[config.mk]
export PLATFORM = sky130hd
export DESIGN_NAME = eirq_detector
export DESIGN_NICKNAME = d
export VERILOG_FILES = /design/src/rtl/eirq_pkg.sv /design/src/rtl/eirq_sync.sv /design/src/rtl/eirq_sampler.sv /design/src/rtl/eirq_flag.sv /design/src/rtl/eirq_detector.sv
export SDC_FILE = /design/constraint.sdc
export NUM_CORES = 1
export LEC_CHECK = 0
export BUFFER_PORTS_ARGS = -buffer_cell sky130_fd_sc_hd__buf_2
export CAP_MARGIN = 20
export CORE_AREA = 2 2 39 41
export DETAILED_ROUTE_END_ITERATION = 6
export DIE_AREA = 0 0 41 43
export GPL_TIMING_DRIVEN = 0
export PLACE_DENSITY = 0.38
export REMOVE_ABC_BUFFERS = 1
export SLEW_MARGIN = 15
export SYNTH_ARGS = -nofsm -noshare
export SYNTH_HDL_FRONTEND = slang
export SYNTH_HIERARCHICAL = 1
export SYNTH_SLANG_ARGS = --single-unit
export TNS_END_PERCENT = 100
[constraint.sdc]
create_clock -name clk -period 0.9 [get_ports clk]
set_input_delay 0.18 -clock clk [delete_from_list [all_inputs] [get_ports clk]]
set_output_delay 0.18 -clock clk [all_outputs]
set_load 0.01 [all_outputs]
[src/rtl/eirq_pkg.sv]
package eirq_pkg;

  typedef enum logic {
    TRIG_LEVEL = 1'b0,
    TRIG_FALL  = 1'b1
  } trig_mode_e;

  // Decide whether one strobe sample raises a request.
  function automatic logic trig_hit(trig_mode_e mode, logic prev_hi, logic cur_hi);
    logic hit;
    if (mode == TRIG_LEVEL) hit = !cur_hi;
    else                    hit = prev_hi && !cur_hi;
    return hit;
  endfunction

endpackage

[src/rtl/eirq_sync.sv]
module eirq_sync #(
  parameter int   STAGES = 2,
  parameter logic IDLE   = 1'b1
) (
  input  logic clk,
  input  logic rst,
  input  logic d,
  output logic q
);

  logic [STAGES-1:0] chain;

  generate
    if (STAGES == 1) begin : g_single
      always_ff @(posedge clk) begin
        if (rst) chain <= IDLE;
        else     chain <= d;
      end
    end else begin : g_multi
      always_ff @(posedge clk) begin
        if (rst) chain <= {STAGES{IDLE}};
        else     chain <= {chain[STAGES-2:0], d};
      end
    end
  endgenerate

  assign q = chain[STAGES-1];

endmodule

[src/rtl/eirq_sampler.sv]
module eirq_sampler
  import eirq_pkg::*;
(
  input  logic       clk,
  input  logic       rst,
  input  logic       samp_stb,
  input  trig_mode_e mode,
  input  logic       pin_smp,
  output logic       prev_smp,
  output logic       set_req
);

  // Previous strobe sample; reset to the idle-high level.
  always_ff @(posedge clk) begin
    if (rst)           prev_smp <= 1'b1;
    else if (samp_stb) prev_smp <= pin_smp;
  end

  always_comb begin
    set_req = samp_stb && trig_hit(mode, prev_smp, pin_smp);
  end

endmodule

[src/rtl/eirq_flag.sv]
module eirq_flag (
  input  logic clk,
  input  logic rst,
  input  logic set_req,
  input  logic vec_clr,
  input  logic sw_we,
  input  logic sw_wdata,
  output logic flag
);

  // Priority: hardware set, then vector clear, then software write.
  always_ff @(posedge clk) begin
    if (rst)          flag <= 1'b0;
    else if (set_req) flag <= 1'b1;
    else if (vec_clr) flag <= 1'b0;
    else if (sw_we)   flag <= sw_wdata;
  end

endmodule

[src/rtl/eirq_detector.sv]
module eirq_detector
  import eirq_pkg::*;
#(
  parameter int SYNC_STAGES = 2
) (
  input  logic clk,
  input  logic rst,
  input  logic pin_n,
  input  logic edge_mode,
  input  logic samp_stb,
  input  logic vec_clr,
  input  logic sw_we,
  input  logic sw_wdata,
  output logic req_flag
);

  logic       pin_smp;
  logic       prev_smp;
  logic       set_req;
  trig_mode_e mode;

  assign mode = trig_mode_e'(edge_mode);

  eirq_sync #(.STAGES(SYNC_STAGES), .IDLE(1'b1)) u_sync (
    .clk (clk),
    .rst (rst),
    .d   (pin_n),
    .q   (pin_smp)
  );

  eirq_sampler u_sampler (
    .clk      (clk),
    .rst      (rst),
    .samp_stb (samp_stb),
    .mode     (mode),
    .pin_smp  (pin_smp),
    .prev_smp (prev_smp),
    .set_req  (set_req)
  );

  eirq_flag u_flag (
    .clk      (clk),
    .rst      (rst),
    .set_req  (set_req),
    .vec_clr  (vec_clr),
    .sw_we    (sw_we),
    .sw_wdata (sw_wdata),
    .flag     (req_flag)
  );

endmodule

==> results of run 1 <==
-- cell usage after synthesis, drive strengths merged --
cell    count
a211o       1
dfxtp       4
mux2i       1
nand2b      1
nor2b       2
nor3b       1
o31ai       1
or2         2
-- through the flow --
step	instances	utilization	setup slack, ns	hold WS [ns]
final	40	0.1646	0.05449	0.1254
after global routing	40	0.1646	0.02265	0.1357
after CTS	40	0.1646	0.03897	0.1176
after detailed placement	37	0.1483	0.1025	0.3612
after global placement	37	0.1483	0.1284	0.3586
after floorplan	13	-	0.1790	0.2771
-- area by class of cell --
type	instances	area, µm²
flip-flops and latches	4	80.08
multi-input cells	9	65.06
well taps	16	20.02
repair buffers	8	40.04
clock buffers	3	22.52
fillers	158	1156
-- cells by family after synthesis --
group,Yosys count
muxes,1
DFF,4
and+or+nand+nor,6
AOI/OAI and AO/OA,2
-- layer usage --
layer / global-route usage / vias to the layer above / wire length (µm)
met4: 0.02000 / 0 / 0
met3: 0.06283 / 0 / 65
met5: 0 / - / 0
li1: - / 68 / -
met2: 0.05000 / 11 / 114
met1: 0.03846 / 55 / 150
-- worst max path at each step --
| stage | cells past startpoint | from | endpoint | slack, ns |
|---|---|---|---|---|
| floorplan | 2 | u_sampler/prev_smp | u_sampler/prev_smp | 0.18 |
| detailed placement | 5 | edge_mode | u_flag/flag | 0.10 |
| CTS | 1 | u_flag/flag | req_flag | 0.04 |
| finish | 1 | u_flag/flag | req_flag | 0.05 |
| global route | 1 | u_flag/flag | req_flag | 0.02 |
| global placement | 5 | edge_mode | u_flag/flag | 0.13 |
-- registers in the layout (all words and copies together) (netlist names) --
signal / cells
u_sync/chain: 2
u_flag/flag: 1
u_sampler/prev_smp: 1
-- power groups by stage --
stage / Combinational [mW] / Sequential, mW / Clock [mW]
global placement: 0.0348 / 0.193 / 0
global route: 0.0410 / 0.191 / 0.236
finish: 0.0371 / 0.191 / 0.219
floorplan: 0.0139 / 0.194 / 0
detailed placement: 0.0367 / 0.193 / 0
CTS: 0.0372 / 0.191 / 0.231
==> out/qor.yml, run 1 <==
synth_xor_area_frac: 0
critical_path_class: "reg2out"
grt_pass1_vias: 120
setup-tns-final_ns: 0
worst_pin_slew_ns: 0.1927
synthMuxAreaShare: 0.06897
power_switching_mw: 0.08830
fin_nets: 34
dr_total_vias: 134
hold_class: "in2reg"
ir_drop_v: 0.0006715
wl_per_cell_um: 8.275
grt_use_total: 0.04313
synth-warning-count: 6
critical-path-top-delay-family: "flip-flops"
ys_types: 8
io_pins: 9
synth_seq_cells: 4
grt_max_degree: 6
rows: 14
layout-drive-gt1-share: 0.4583
cts_max_path_buffers: 2
synth_top_area_share: 0.5517
r2r_slack_ns: 0.12
setup_violations: 0
outcome: "completed"
mostFrequentLayoutCells: "buf_2, dfxtp_1, clkbuf_4"
drc: 0
seq_power_share: 0.427
postSynthAreaPerCell_um2: 11.16
die_w_um: 41
antenna_found_initial: 0
post-route-period-util: 0.9395
place_area_um2: 205.2
finalMaxSlewViolations: 0
synthAdderAreaFrac: 0
grt_pass1_wl_um: 420
drv_cap: 0
final.min_clock_period_ns: 0.8455
worstHoldStart: "pin_n"
synth_cells: 13
clk_latency_ns: 0.23
clkTransAtPathRegs_ns: 0.04
grt_overflow: 0
intPower_mw: 0.3589
slowest_delay_ns: 0.31
p_leak_nw: 0.09964
cp.required_ns: 0.72
crit_chain: "buf_2"
postCtsSetupBuffers: 0
die_area_um2: 1763
r2r_start: "u_sampler/prev_smp"
cts_sinks: 4
synthTopCellsByArea: "dfxtp_1, nor2b_1, or2_1, mux2i_1, a211o_1"
io_buffer_count: 8
drt_iter0_drc: 2
yosysSeqAreaShare: 0.5517
max-slew-margin-rel: 0.8704
ant_nets: 0
cts_resized: 0
power_mw: 0.4472
skew_ns: 0.0002749
min_path_cells: 2
dr.pass1.iters: 4
cp_max_fo: 2
synthSimpleGateAreaFrac: 0.2672
slowest_stage: "dfxtp_1"
critPathBufInv: 1
layout_commonest_cell: "buf_2"
synth_compound_area_frac: 0.1121
via_per_inst: 3.350
combPwrFrac: 0.083
clockPowerShare: 0.490
drt-total-wl_um: 331
cts_tree: "built"
critPathCaptureType: "output pin"
cts-root-buf: "clkbuf_4"
synth.cell_area_um2: 145.1
die_h_um: 43
rr_worst_depth: 4
fmax_ghz: 1.183
place_congestion: 0.4614
ctsHoldBuffers: 0
hold_viol: 0
synth_area_leader_cell: "dfxtp_1"
syn2layout_area_growth_pct: 56.90
start_kind: "flip-flop"
antennaDiodeCount: 0
cts_max_level: 1
switching_share: 0.1975
cp_data_arrival_time_ns: 0.67
cts_buffers: 3
rsz0062_at_grt: "no"
min_to: "u_sync/chain[0]"
synth_top_family_by_area: "simple AND/OR/NAND/NOR gates"
core_um2: 1384
power.density_nw_per_um2: 1964
timing.rr.end: "u_flag/flag"
post-route-cell-area_um2: 227.7
start_util: 0.1049
Power figures use the tool's default switching activity.
==> run 2, diff against run 1 <==
- CORE_AREA: 2 2 39 41 -> 4 4 41 43
- DIE_AREA: 0 0 41 43 -> 0 0 45 47
==> run 2 against run 1 <==
  * Count of clock-buffer cells in the layout unchanged
  * Critical path depth unchanged
  * Wire length decreased by 15%
  * Via count decreased by 3.0%
  * Combinational power decreased by 4%
  * Sequential share of layout area increased by 0.19 points
  * Largest cell class unchanged
  * Largest power group unchanged
  * Sequential power about the same
  * Maximum frequency about the same
  * Core utilization increased by 0.95 points
  * Worst hold slack improved by 0.0028 ns
  * Critical path type unchanged
==> out/qor.yml, run 2 (synthesized netlist as in run 1, its figures left out) <==
rows: 13
core_um2: 1301
critical-path-top-delay-family: "flip-flops"
worst_pin_slew_ns: 0.1809
mostFrequentLayoutCells: "buf_2, dfxtp_1, clkbuf_4"
setup_violations: 0
crit_cells: 1
dr.pass1.iters: 1
via_per_inst: 3.333
place_congestion: 0.5545
cts_max_path_buffers: 2
antennaDiodeCount: 0
hold_class: "in2reg"
slowest_delay_ns: 0.31
critPathBufInv: 1
rr_worst_depth: 4
cts_tree: "built"
die_w_um: 45
cts_buffers: 3
wl_per_cell_um: 7.179
cts_max_level: 1
skew_ns: 0.002251
power_mw: 0.4404
die_h_um: 47
drc: 0
dr_total_vias: 130
ant_nets: 0
holdWs_ns: 0.1282
cp_max_fo: 2
post-route-period-util: 0.9388
power.density_nw_per_um2: 1945
place_ws_ns: 0.1103
drt_iter0_drc: 0
finalMaxSlewViolations: 0
start_kind: "flip-flop"
grt_overflow: 0
reg_top3: "u_sync/chain: 2 flops, u_flag/flag: 1 flops, u_sampler/prev_smp: 1 flops"
crit_chain: "buf_2"
cp.required_ns: 0.72
die_area_um2: 2115
layout_commonest_cell: "buf_2"
io_buffer_count: 8
start_util: 0.1115
ctsHoldBuffers: 0
ir_drop_v: 0.0006026
critical_path_class: "reg2out"
grt_max_degree: 6
fin_nets: 34
cts-root-buf: "clkbuf_4"
rsz0062_at_grt: "no"
drt-total-wl_um: 280
clkTransAtPathRegs_ns: 0.04
hold_viol: 0
io_pins: 9
fmax_ghz: 1.183
cp_data_arrival_time_ns: 0.66
nFillCells: 156
clk_latency_ns: 0.23
min_path_cells: 2
syn2layout_area_growth_pct: 56.03
antenna_found_initial: 0
outcome: "completed"
fin_ws_ns: 0.05504
largest_reg_flops: 2
max-slew-margin-rel: 0.8783
cts_sinks: 4
drv_cap: 0
p_leak_nw: 0.09964
grt_pass1_wl_um: 496
layout-drive-gt1-share: 0.4583
max_flop_register: "u_sync/chain"
grt_pass1_vias: 144
setup-tns-final_ns: 0
cts_resized: 0
postCtsSetupBuffers: 0
grt_use_total: 0.03704
final.min_clock_period_ns: 0.8450
slowest_stage: "dfxtp_1"
critPathCaptureType: "output pin"
utilization: 0.1740
-- run 2: cell counts in the layout (fill, tap and decap cells not counted) --
Identical to the previous run, type by type.
-- run 2: path summary, 6_finish.rpt --
| path | slack, ns | end | from |
|---|---|---|---|
| hold reg to reg | 0.41 | u_sync/chain[1] | u_sync/chain[0] |
| hold / removal | 0.13 | u_sync/chain[0] | pin_n |
| setup reg to reg | 0.16 | u_flag/flag | u_sampler/prev_smp |
| setup / recovery | 0.06 | req_flag | u_flag/flag |
-- run 2: through the flow --
stage          instance area (µm²)  std cells
2_1_floorplan                145.1         13
3_3_place_gp                 203.9         36
3_5_place_dp                 203.9         36
4_1_cts                      226.5         39
5_1_grt                      226.5         39
6_report                     226.5         39
-- run 2: layout make-up --
class                      instances  area (µm²)  area share
sequential                         4       80.08      0.3536
multi-input combinational          9       65.06      0.2873
timing repair buffer               8       40.04      0.1768
clock buffer                       3       22.52     0.09945
tap                               15       18.77     0.08287
-- run 2: power breakdown --
group	internal (mW)	switching [mW]	total [mW]
Combinational	0.0225	0.0133	0.0358
Clock	0.149	0.0655	0.214
Sequential	0.187	0.00304	0.190
Total	0.359	0.0819	0.440
-- run 2: per-layer routing --
metal  global-route usage  part of all wire  wire length (µm)  vias to the layer above
met5                    0                 0                 0                        -
met4              0.05263                 0                 0                        0
met3              0.02299             0.089                25                        0
met2              0.05085              0.50               140                        5
met1              0.03160              0.41               114                       57
li1                     -                 -                 -                       68
==> run 3, diff against run 2 <==
- PLACE_DENSITY: 0.38 -> 0.3
==> run 3 against run 2 <==
  * Sequential share of layout area unchanged
  * Core utilization unchanged
  * Non-clock buffer count unchanged
  * Cell count unchanged
  * Via count fell by 0.77%
  * Global-route usage rose by 0.48 points
  * Flip-flop and latch count is the same
  * Sequential power hardly changed
  * Highest routed layer unchanged
  * Wire length rose by 14%
  * Clock power grew 4%
  * Cell area stayed put
  * Clock skew is 0.0068 ns higher
==> out/qor.yml, run 3 (synthesized netlist as in run 1, its figures left out) <==
rsz0062_at_grt: "no"
power_mw: 0.4479
setup_violations: 0
clkTransAtPathRegs_ns: 0.04
fmax_ghz: 1.163
io_buffer_count: 8
via_per_inst: 3.308
worstHoldStart: "pin_n"
reg_top3: "u_sync/chain: 2 flops, u_flag/flag: 1 flops, u_sampler/prev_smp: 1 flops"
antennaDiodeCount: 0
place_area_um2: 203.9
cts_max_path_buffers: 2
io_pins: 9
min_path_cells: 2
drc: 0
holdWs_ns: 0.1205
hold_class: "in2reg"
grt_max_degree: 6
r2r_start: "u_sampler/prev_smp"
worst_pin_slew_ns: 0.2031
ir_drop_v: 0.0004907
antenna_found_initial: 0
critical-path-top-delay-family: "flip-flops"
rr_worst_depth: 4
layout-drive-gt1-share: 0.4583
skew_ns: 0.009020
clk_latency_ns: 0.24
cts-root-buf: "clkbuf_4"
die_h_um: 47
cts_resized: 0
dr_total_vias: 129
p_leak_nw: 0.09964
cp_max_fo: 2
layout_commonest_cell: "buf_2"
core_um2: 1301
outcome: "completed"
min_to: "u_sync/chain[0]"
largest_reg_flops: 2
timing.rr.end: "u_flag/flag"
ant_nets: 0
r2r_slack_ns: 0.15
drt_iter0_drc: 1
crit_chain: "buf_2"
grt_pass1_vias: 136
placed_cells: 36
cp.required_ns: 0.72
fin_nets: 34
ctsHoldBuffers: 0
start_util: 0.1115
slowest_delay_ns: 0.32
cts_sinks: 4
postCtsSetupBuffers: 0
post-route-period-util: 0.9557
place_congestion: 0.6347
utilization: 0.1740
place_ws_ns: 0.09308
mostFrequentLayoutCells: "buf_2, dfxtp_1, clkbuf_4"
critPathBufInv: 1
final_cells: 39
grt_overflow: 0
start_kind: "flip-flop"
rows: 13
max-slew-margin-rel: 0.8634
wl_per_cell_um: 8.179
hold_viol: 0
grt_use_total: 0.04186
power.density_nw_per_um2: 1978
cp_data_arrival_time_ns: 0.68
die_area_um2: 2115
setup-tns-final_ns: 0
finalMaxSlewViolations: 0
nFillCells: 152
slowest_stage: "dfxtp_1"
drv_cap: 0
post-route-cell-area_um2: 226.5
critPathCaptureType: "output pin"
die_w_um: 45
syn2layout_area_growth_pct: 56.03
drt-total-wl_um: 319
grt_pass1_wl_um: 524
critical_path_class: "reg2out"
cts_tree: "built"
fin_ws_ns: 0.03986
dr.pass1.iters: 2
final.min_clock_period_ns: 0.8601
cts_buffers: 3
cts_max_level: 1
max_flop_register: "u_sync/chain"
-- run 3: layout make-up --
cell class | count | area, µm² | share of cell area
tap | 15 | 18.77 | 0.08287
clock buffer | 3 | 22.52 | 0.09945
sequential | 4 | 80.08 | 0.3536
timing repair buffer | 8 | 40.04 | 0.1768
multi-input combinational | 9 | 65.06 | 0.2873
-- run 3: worst max-delay path by stage --
stage | to | cells after the start | start | slack (ns)
finish | req_flag | 1 | u_flag/flag | 0.04
global route | req_flag | 1 | u_flag/flag | 0.006
CTS | req_flag | 1 | u_flag/flag | 0.02
detailed placement | u_flag/flag | 5 | edge_mode | 0.09
global placement | u_flag/flag | 5 | edge_mode | 0.09
floorplan | u_sampler/prev_smp | 2 | u_sampler/prev_smp | 0.18
-- run 3: worst register-to-register path: cells and delay by family (launching register included) --
kind	cells	cell delay (ns)
AOI/OAI and AO/OA	1	0.06
and+or+nand+nor	3	0.30
DFF	1	0.31
-- run 3: power breakdown --
part	internal, mW	leakage [nW]	switching, mW
Combinational	0.0225	0.0528	0.0132
Clock	0.149	0.0138	0.0727
Sequential	0.187	0.0331	0.00321
Total	0.359	0.0996	0.0890
-- run 3: routing by layer --
| layer | up-vias | global-route usage | part of all wire |
|---|---|---|---|
| met5 | - | 0 | 0 |
| met4 | 0 | 0.05263 | 0 |
| met3 | 0 | 0.03831 | 0.16 |
| met2 | 7 | 0.05085 | 0.42 |
| met1 | 55 | 0.03636 | 0.42 |
| li1 | 67 | - | - |
